## src/rtl/kbc_pkg.sv

```systemverilog
package kbc_pkg;
  localparam int BYTE_W = 8;
  typedef logic [BYTE_W-1:0] byte_t;

  // mode register bit positions
  localparam int MB_KIRQ = 0;
  localparam int MB_AIRQ = 1;
  localparam int MB_KDIS = 4;
  localparam int MB_ADIS = 5;
  localparam int MB_XLAT = 6;
  // output-port bit positions
  localparam int PB_RSTN = 0;
  localparam int PB_A20  = 1;
  localparam int PB_KOBF = 4;
  localparam int PB_AOBF = 5;
  // status bit positions
  localparam int SB_OBF  = 0;
  localparam int SB_TEST = 2;
  localparam int SB_CMD  = 3;
  localparam int SB_UNLK = 4;
  localparam int SB_AOBF = 5;

  typedef enum logic [2:0] {
    PEND_NONE, PEND_MODE, PEND_PORT, PEND_KQ, PEND_AQ, PEND_AUXDEV
  } pend_e;

  typedef enum logic [1:0] {QSRC_MODE, QSRC_PORT, QSRC_CONST} qsrc_e;

  typedef struct packed {
    logic  arm;
    pend_e arm_kind;
    logic  q_en;
    qsrc_e q_src;
    byte_t q_const;
    logic  kdis_set;
    logic  kdis_clr;
    logic  adis_set;
    logic  adis_clr;
    logic  a20_on;
    logic  a20_off;
    logic  sys_rst;
    logic  selftest;
  } cmd_act_t;

  function automatic logic aux_only_f(input logic k, input logic a);
    return a & ~k;
  endfunction

  function automatic logic irq_kbd_f(input logic k, input byte_t m);
    return k & m[MB_KIRQ] & ~m[MB_KDIS];
  endfunction

  function automatic logic irq_aux_f(input logic k, input logic a, input byte_t m);
    return aux_only_f(k, a) & m[MB_AIRQ];
  endfunction

  function automatic byte_t port_view_f(input byte_t p, input logic k, input logic a);
    byte_t v;
    v = p;
    v[PB_KOBF] = k | a;
    v[PB_AOBF] = aux_only_f(k, a);
    return v;
  endfunction

  function automatic byte_t status_f(input logic k, input logic a,
                                     input logic st, input logic cf);
    byte_t v;
    v = '0;
    v[SB_OBF]  = k | a;
    v[SB_TEST] = st;
    v[SB_CMD]  = cf;
    v[SB_UNLK] = 1'b1;
    v[SB_AOBF] = aux_only_f(k, a);
    return v;
  endfunction
endpackage

```

## src/rtl/kbc_cmd_decode.sv

```systemverilog
module kbc_cmd_decode
  import kbc_pkg::*;
#(
  parameter byte_t INPORT_VAL   = 8'h80,
  parameter byte_t SELFTEST_VAL = 8'h55
) (
  input  byte_t    cmd_i,
  output cmd_act_t act_o
);
  localparam logic [3:0] PULSE_NIB = 4'hF;

  always_comb begin
    act_o          = '0;
    act_o.arm_kind = PEND_NONE;
    act_o.q_src    = QSRC_CONST;
    if (cmd_i[BYTE_W-1 -: 4] == PULSE_NIB) begin
      // pulse group: bit 0 low means reset, else nothing
      act_o.sys_rst = ~cmd_i[0];
    end else begin
      unique case (cmd_i)
        8'h20: begin act_o.q_en = 1'b1; act_o.q_src = QSRC_MODE; end
        8'hD0: begin act_o.q_en = 1'b1; act_o.q_src = QSRC_PORT; end
        8'hC0: begin act_o.q_en = 1'b1; act_o.q_const = INPORT_VAL; end
        8'hAA: begin act_o.q_en = 1'b1; act_o.q_const = SELFTEST_VAL; act_o.selftest = 1'b1; end
        8'hAB, 8'hA9: act_o.q_en = 1'b1;
        8'h60: begin act_o.arm = 1'b1; act_o.arm_kind = PEND_MODE;   end
        8'hD1: begin act_o.arm = 1'b1; act_o.arm_kind = PEND_PORT;   end
        8'hD2: begin act_o.arm = 1'b1; act_o.arm_kind = PEND_KQ;     end
        8'hD3: begin act_o.arm = 1'b1; act_o.arm_kind = PEND_AQ;     end
        8'hD4: begin act_o.arm = 1'b1; act_o.arm_kind = PEND_AUXDEV; end
        8'hAD: act_o.kdis_set = 1'b1;
        8'hAE: act_o.kdis_clr = 1'b1;
        8'hA7: act_o.adis_set = 1'b1;
        8'hA8: act_o.adis_clr = 1'b1;
        8'hDF: act_o.a20_on   = 1'b1;
        8'hDD: act_o.a20_off  = 1'b1;
        default: ;
      endcase
    end
  end
endmodule

```

## src/rtl/kbc_state_regs.sv

```systemverilog
module kbc_state_regs
  import kbc_pkg::*;
#(
  parameter byte_t MODE_INIT = 8'h03,
  parameter byte_t PORT_INIT = 8'hCF
) (
  input  logic     clk,
  input  logic     rst_n,
  input  logic     cmd_fire_i,
  input  logic     data_fire_i,
  input  cmd_act_t act_i,
  input  logic     mode_wr_i,
  input  logic     port_wr_i,
  input  byte_t    wdata_i,
  output byte_t    mode_q_o,
  output byte_t    port_q_o,
  output logic     selftest_q_o,
  output logic     cmdflag_q_o,
  output logic     a20_o,
  output logic     xlat_o,
  output logic     sys_rst_o
);
  byte_t mode_d, port_d;
  logic  rst_evt;

  always_comb begin
    mode_d = mode_q_o;
    port_d = port_q_o;
    if (cmd_fire_i) begin
      if (act_i.kdis_set) mode_d[MB_KDIS] = 1'b1;
      if (act_i.kdis_clr) mode_d[MB_KDIS] = 1'b0;
      if (act_i.adis_set) mode_d[MB_ADIS] = 1'b1;
      if (act_i.adis_clr) mode_d[MB_ADIS] = 1'b0;
      if (act_i.a20_on)   port_d[PB_A20]  = 1'b1;
      if (act_i.a20_off)  port_d[PB_A20]  = 1'b0;
    end
    if (mode_wr_i) mode_d = wdata_i;
    if (port_wr_i) port_d = wdata_i;
  end

  // reset request: pulse command, or output port written with bit 0 low
  assign rst_evt = (cmd_fire_i & act_i.sys_rst) | (port_wr_i & ~wdata_i[PB_RSTN]);

  always_ff @(posedge clk) begin
    if (!rst_n) begin
      mode_q_o     <= MODE_INIT;
      port_q_o     <= PORT_INIT;
      selftest_q_o <= 1'b0;
      cmdflag_q_o  <= 1'b1;
      sys_rst_o    <= 1'b0;
    end else begin
      mode_q_o  <= mode_d;
      port_q_o  <= port_d;
      sys_rst_o <= rst_evt;
      if (cmd_fire_i & act_i.selftest) selftest_q_o <= 1'b1;
      if (cmd_fire_i)       cmdflag_q_o <= 1'b1;
      else if (data_fire_i) cmdflag_q_o <= 1'b0;
    end
  end

  assign a20_o  = port_q_o[PB_A20];
  assign xlat_o = mode_q_o[MB_XLAT];

  assert_rst_pulse_R8: assert property (@(posedge clk) disable iff (!rst_n)
    sys_rst_o |=> !sys_rst_o);
  assert_mode_quiet_R6: assert property (@(posedge clk) disable iff (!rst_n)
    !$stable(mode_q_o) |-> $past(cmd_fire_i | data_fire_i));
  assert_a20_quiet_R7: assert property (@(posedge clk) disable iff (!rst_n)
    !$stable(a20_o) |-> $past(cmd_fire_i | data_fire_i));
endmodule

```

## src/rtl/kbc_irq_eval.sv

```systemverilog
module kbc_irq_eval
  import kbc_pkg::*;
(
  input  logic  clk,
  input  logic  rst_n,
  input  logic  kbd_ready_i,
  input  logic  aux_ready_i,
  input  byte_t mode_i,
  input  byte_t port_q_i,
  input  logic  selftest_i,
  input  logic  cmdflag_i,
  output logic  irq_kbd_o,
  output logic  irq_aux_o,
  output byte_t status_o,
  output byte_t port_view_o
);
  assign irq_kbd_o   = irq_kbd_f(kbd_ready_i, mode_i);
  assign irq_aux_o   = irq_aux_f(kbd_ready_i, aux_ready_i, mode_i);
  assign status_o    = status_f(kbd_ready_i, aux_ready_i, selftest_i, cmdflag_i);
  assign port_view_o = port_view_f(port_q_i, kbd_ready_i, aux_ready_i);

  assert_kbd_gate_R11: assert property (@(posedge clk) disable iff (!rst_n)
    irq_kbd_o |-> (!mode_i[MB_KDIS] && kbd_ready_i && !irq_aux_o));
  assert_aux_gate_R11: assert property (@(posedge clk) disable iff (!rst_n)
    irq_aux_o |-> (status_o[SB_AOBF] && port_view_o[PB_AOBF]));
endmodule

```

## src/rtl/kbc_cmd_engine.sv

```systemverilog
module kbc_cmd_engine
  import kbc_pkg::*;
#(
  parameter byte_t MODE_INIT    = 8'h03,
  parameter byte_t PORT_INIT    = 8'hCF,
  parameter byte_t INPORT_VAL   = 8'h80,
  parameter byte_t SELFTEST_VAL = 8'h55
) (
  input  logic              clk,
  input  logic              rst_n,
  input  logic              host_wr_i,
  input  logic              host_sel_cmd_i,
  input  logic [BYTE_W-1:0] host_byte_i,
  input  logic              kbd_ready_i,
  input  logic              aux_ready_i,
  output logic [BYTE_W-1:0] status_o,
  output logic [BYTE_W-1:0] mode_o,
  output logic [BYTE_W-1:0] port_o,
  output logic              q_valid_o,
  output logic [BYTE_W-1:0] q_byte_o,
  output logic              q_aux_o,
  output logic              kbd_tx_valid_o,
  output logic              aux_tx_valid_o,
  output logic [BYTE_W-1:0] dev_byte_o,
  output logic              a20_o,
  output logic              sys_rst_req_o,
  output logic              xlat_en_o,
  output logic              irq_kbd_o,
  output logic              irq_aux_o
);
  logic     cmd_fire, data_fire;
  cmd_act_t act;
  pend_e    pend_q;
  byte_t    mode_q, port_q, port_view, status_w;
  logic     selftest_q, cmdflag_q;
  logic     mode_wr, port_wr;
  logic     q_cmd_evt, q_data_evt;
  byte_t    q_cmd_byte;

  assign cmd_fire  = host_wr_i & host_sel_cmd_i;
  assign data_fire = host_wr_i & ~host_sel_cmd_i;

  kbc_cmd_decode #(.INPORT_VAL(INPORT_VAL), .SELFTEST_VAL(SELFTEST_VAL)) u_dec (
    .cmd_i (host_byte_i),
    .act_o (act)
  );

  // one-shot pending write latch
  always_ff @(posedge clk) begin
    if (!rst_n)                  pend_q <= PEND_NONE;
    else if (cmd_fire & act.arm) pend_q <= act.arm_kind;
    else if (data_fire)          pend_q <= PEND_NONE;
  end

  assign mode_wr = data_fire & (pend_q == PEND_MODE);
  assign port_wr = data_fire & (pend_q == PEND_PORT);

  kbc_state_regs #(.MODE_INIT(MODE_INIT), .PORT_INIT(PORT_INIT)) u_regs (
    .clk          (clk),
    .rst_n        (rst_n),
    .cmd_fire_i   (cmd_fire),
    .data_fire_i  (data_fire),
    .act_i        (act),
    .mode_wr_i    (mode_wr),
    .port_wr_i    (port_wr),
    .wdata_i      (host_byte_i),
    .mode_q_o     (mode_q),
    .port_q_o     (port_q),
    .selftest_q_o (selftest_q),
    .cmdflag_q_o  (cmdflag_q),
    .a20_o        (a20_o),
    .xlat_o       (xlat_en_o),
    .sys_rst_o    (sys_rst_req_o)
  );

  kbc_irq_eval u_irq (
    .clk         (clk),
    .rst_n       (rst_n),
    .kbd_ready_i (kbd_ready_i),
    .aux_ready_i (aux_ready_i),
    .mode_i      (mode_q),
    .port_q_i    (port_q),
    .selftest_i  (selftest_q),
    .cmdflag_i   (cmdflag_q),
    .irq_kbd_o   (irq_kbd_o),
    .irq_aux_o   (irq_aux_o),
    .status_o    (status_w),
    .port_view_o (port_view)
  );

  // reply byte selection
  always_comb begin
    unique case (act.q_src)
      QSRC_MODE: q_cmd_byte = mode_q;
      QSRC_PORT: q_cmd_byte = port_view;
      default:   q_cmd_byte = act.q_const;
    endcase
  end

  assign q_cmd_evt  = cmd_fire & act.q_en;
  assign q_data_evt = data_fire & ((pend_q == PEND_KQ) | (pend_q == PEND_AQ));

  always_ff @(posedge clk) begin
    if (!rst_n) begin
      q_valid_o      <= 1'b0;
      q_byte_o       <= '0;
      q_aux_o        <= 1'b0;
      kbd_tx_valid_o <= 1'b0;
      aux_tx_valid_o <= 1'b0;
      dev_byte_o     <= '0;
    end else begin
      q_valid_o      <= q_cmd_evt | q_data_evt;
      q_aux_o        <= q_data_evt & (pend_q == PEND_AQ);
      kbd_tx_valid_o <= data_fire & (pend_q == PEND_NONE);
      aux_tx_valid_o <= data_fire & (pend_q == PEND_AUXDEV);
      if (q_cmd_evt)       q_byte_o <= q_cmd_byte;
      else if (q_data_evt) q_byte_o <= host_byte_i;
      if (data_fire)       dev_byte_o <= host_byte_i;
    end
  end

  assign status_o = status_w;
  assign mode_o   = mode_q;
  assign port_o   = port_view;

  assert_latch_clear_R2: assert property (@(posedge clk) disable iff (!rst_n)
    data_fire |=> (pend_q == PEND_NONE));
  assert_one_strobe_R3: assert property (@(posedge clk) disable iff (!rst_n)
    $onehot0({q_valid_o, kbd_tx_valid_o, aux_tx_valid_o}));
  assert_strobe_cause_R4: assert property (@(posedge clk) disable iff (!rst_n)
    (q_valid_o | kbd_tx_valid_o | aux_tx_valid_o) |-> $past(host_wr_i));
  assert_cmdflag_R12: assert property (@(posedge clk) disable iff (!rst_n)
    cmd_fire |=> status_o[SB_CMD]);
endmodule

```

## config.mk

```make
export PLATFORM = sky130hd
export DESIGN_NAME = kbc_cmd_engine
export DESIGN_NICKNAME = d
export VERILOG_FILES = /design/src/rtl/kbc_pkg.sv /design/src/rtl/kbc_cmd_decode.sv /design/src/rtl/kbc_state_regs.sv /design/src/rtl/kbc_irq_eval.sv /design/src/rtl/kbc_cmd_engine.sv
export SDC_FILE = /design/constraint.sdc
export NUM_CORES = 1
export LEC_CHECK = 0
export BUFFER_PORTS_ARGS = -buffer_cell sky130_fd_sc_hd__buf_4
export CORE_MARGIN = 4
export CORE_UTILIZATION = 40
export DETAILED_ROUTE_END_ITERATION = 8
export PLACE_DENSITY = 0.65
export SLEW_MARGIN = 15
export SYNTH_ARGS = -nofsm -noshare
export SYNTH_HDL_FRONTEND = slang
export SYNTH_SLANG_ARGS = --single-unit
```

## constraint.sdc

```tcl
create_clock -name clk -period 3.5 [get_ports clk]
set_clock_uncertainty 0.2 [all_clocks]
set_input_delay 0.175 -clock clk [delete_from_list [all_inputs] [get_ports clk]]
set_output_delay 0.175 -clock clk [all_outputs]
set_load 0.02 [all_outputs]
```

==> out/qor.csv <==
stage;metric;value;unit
global_route;number of global-route vias before repair;1736;
routing;Avg WL per Cell;14.98;µm
clock_tree;Sink Count;40;
placed_design;GP Congestion;0.9420;
floorplanning;die area;6447;µm²
floorplanning;Initial Util;41.20;%
critical_path;Worst Path Arrival;2.59;ns
critical_path;Crit Path Max Fanout;16;
cells_and_area;layout cells sized above 1;22.67;%
floorplanning;die extent in y;80.30;µm
placed_design;DP Worst Slack;1.090;ns
routing;Routed Antenna Nets;0;
routing;Initial DRT Pass Iterations;4;
clock_tree;Longest Clk Path Bufs;2;
run;MaxCap Viol Count;0;
critical_path;Crit Path Class;in -> reg;
timing;max-slew violation count;0;
power;PwrDens;345.8;nW/µm²
critical_path;reg2reg setup slack;1.56;ns
clock_tree;H-tree depth;2;
routing;drt total wl;5541;µm
yosys;Post-synth EDFFs;0;
routing;vias per cell;5.208;
global_route;initial antenna violation count;0;
global_route;total grt overflow;0;
global_route;Total GRT Usage;17.82;%
status;run status;complete, no violations;
global_route;first-pass GRT wire length;8907;µm
yosys;Synth Area per Inst;8.104;µm²
yosys;Synth cell types;46;
timing;TNS Setup;0;ns
routing;vias;1927;
critical_path;CP cell instances;dlygate4sd3_1 > buf_4 > nor4bb_1 > nand3b_1 > a211o_1 > o21a_1 > o311a_1;
critical_path;Top delay family on crit path;compound AO/OA/AOI/OAI gates;
floorplanning;boundary pin count;63;
min_path;Hold Crit Class;in -> reg;
clock_tree;Skew-Pair Late Insertion Delay;0.29;ns
yosys;synth warn;0;
yosys;top_reg_cell synth;dfxtp_1;
timing;Rel. slew slack;54.17;%
cells_and_area;Synth-to-Final Area Change;23.16;%
timing;endpoints failing hold;0;
cells_and_area;Inserted Diodes;0;
timing;hold_ws;0.007176;ns
yosys;post-synthesis sequential area ratio;38.30;%
cells_and_area;area occupied by multi-input gates;1106;µm²
critical_path;CP startpoint kind;primary input;
timing;worst-margin pin slew;0.6782;ns
cells_and_area;# nets final;313;
routing;DRC Markers;0;
clock_tree;hold buffers post-CTS;4;
critical_path;Worst Path Buf+Inv;2;
clock_tree;Root Buffer;clkbuf_8;
timing;RSZ-0062 raised after global routing;no;
clock_tree;CTS buffer count;5;
critical_path;worst path required time;3.48;ns
timing;max frequency;383.8;MHz
yosys;post-synthesis register bit count;40;
power;P_leak;1.081;nW
timing;Setup WS post-layout;0.8942;ns
yosys;synthesized cell area;2091;µm²
critical_path;Slowest-stage cell, CP;nor4bb_1;
yosys;share of synthesized registers carrying an async set or reset;0;%
global_route;largest net degree at the start of global routing;40;
critical_path;Setup crit end kind;flop;
cells_and_area;Storage cell area;800.8;µm²
clock_tree;CTS tree;built;
clock_tree;post-CTS setup buffers;0;
yosys;Synth Instances;258;
placed_design;post-DP HPWL;3903;µm
clock_tree;Post-CTS Resized;0;
floorplanning;row count;26;
power;Worst VDD drop;0.0001760;V
clock_tree;clock slew at reported path FFs;0.07;ns
cells_and_area;Layout fillers;524;
floorplanning;Die X;80.30;µm
critical_path;slowest stage delay, CP;0.60;ns
timing;final setup fails;0;
timing;post-route minimum period;2.606;ns
placed_design;number of port buffers;58;
timing;final period utilization;74.45;%
routing;1st-iter DRT viols;166;
floorplanning;core box area;5075;µm²
-- sequential cells by signal, indices dropped and copies added (netlist names) --
signal and cells:
dev_byte_o 8, q_byte_o 8, u_regs.mode_q_o 8, u_regs.port_q_o 6
pend_q 3, aux_tx_valid_o 1, kbd_tx_valid_o 1, q_aux_o 1
q_valid_o 1, u_regs.cmdflag_q_o 1, u_regs.selftest_q_o 1, u_regs.sys_rst_o 1
-- cells by family after synthesis --
family | share of synthesized area [%]
simple gates | 29.80
flops | 38.30
buf+inv | 9.156
xor+xnor | 0.8380
compound gates | 18.19
other cells | 0.3592
mux | 3.351
-- layer usage --
metal  GRT usage [%]  wire length (µm)  vias to the layer above
met3           3.924               333                        6
met5               0                 0                        -
met2           27.98              2579                       58
met1           23.80              2560                      895
li1                -                 -                      968
met4           6.588                66                        0
-- placed cells by master, fill, tap and decap left out, drive strengths merged, types with 3 or more instances in the layout --
| cell type | netlist | layout |
|---|---|---|
| nand3 | 10 | 10 |
| clkbuf | 17 | 8 |
| o221ai | 3 | 3 |
| and4b | 3 | 3 |
| conb | 2 | 4 |
| mux2i | 7 | 7 |
| nor2 | 18 | 18 |
| nand2b | 3 | 3 |
| nor3 | 3 | 3 |
| buf | 14 | 59 |
| o311a | 4 | 4 |
| dlygate4sd3 | 0 | 4 |
| a21oi | 6 | 6 |
| nor4bb | 3 | 3 |
| nor2b | 5 | 5 |
| o21ai | 9 | 9 |
| a21boi | 14 | 14 |
| a22oi | 7 | 7 |
| and2 | 4 | 4 |
| dfxtp | 40 | 40 |
| o21a | 3 | 3 |
| nand2 | 52 | 52 |
-- worst paths after layout --
kind | from | end | depth (start not counted)
worst min-delay path | host_sel_cmd_i | u_regs.sys_rst_o | 3
worst max-delay path | host_byte_i[4] | q_byte_o[6] | 7
worst max register to register | pend_q[0] | q_byte_o[0] | 5
worst min register to register | dev_byte_o[5] | dev_byte_o[5] | 2
-- Yosys cell counts (3+ instances only) --
library cell   n  share of area (%)
nand2_1       52                9.3
dfxtp_1       40                 38
nor2_1        18                3.2
clkbuf_1      17                3.1
a21boi_1      14                5.0
buf_4         10                3.6
nand3_1       10                2.4
a22oi_1        7                2.5
mux2i_1        7                3.4
a21oi_1        6                1.4
nor2b_1        5                1.5
o21ai_0        5                1.2
and2_1         4                1.2
buf_6          4                2.2
o21ai_1        4               0.96
o311a_1        4                1.9
and4b_1        3                1.4
nand2b_1       3               0.90
nor3_1         3               0.72
nor4bb_1       3                1.4
o21a_1         3                1.1
o221ai_1       3                1.3
-- power breakdown --
part           internal [mW]  leakage (nW)  total, mW  switching [mW]
clock network          0.161        0.0455      0.312           0.151
logic                 0.0451         0.711      0.114          0.0686
registers              0.461         0.324      0.465         0.00333
-- metrics by stage --
stage          total power [mW]  util [%]  instances  area [µm²]
2_1_floorplan            0.5493         -        260        2098
5_1_grt                  0.9294     50.74        370        2575
4_1_cts                  0.8989     50.74        370        2575
6_report                 0.8903     50.74        370        2575
3_3_place_gp             0.5839     48.18        358        2445
3_5_place_dp             0.5849     48.18        358        2445
-- layout make-up --
cell class	count	area share (%)
clock buffers	8	3.499
well taps	70	3.401
multi-input cells	187	42.95
flip-flops and latches	40	31.10
inverters	2	0.2915
repair buffers	63	18.76
-- worst register-to-register path, delay by kind of cell, from the launching register on --
kind / cells / cell delay (ns)
compound gates: 2 / 0.65
simple gates: 3 / 0.67
flops: 1 / 0.38
No activity file was read; power rests on OpenSTA's default activity.
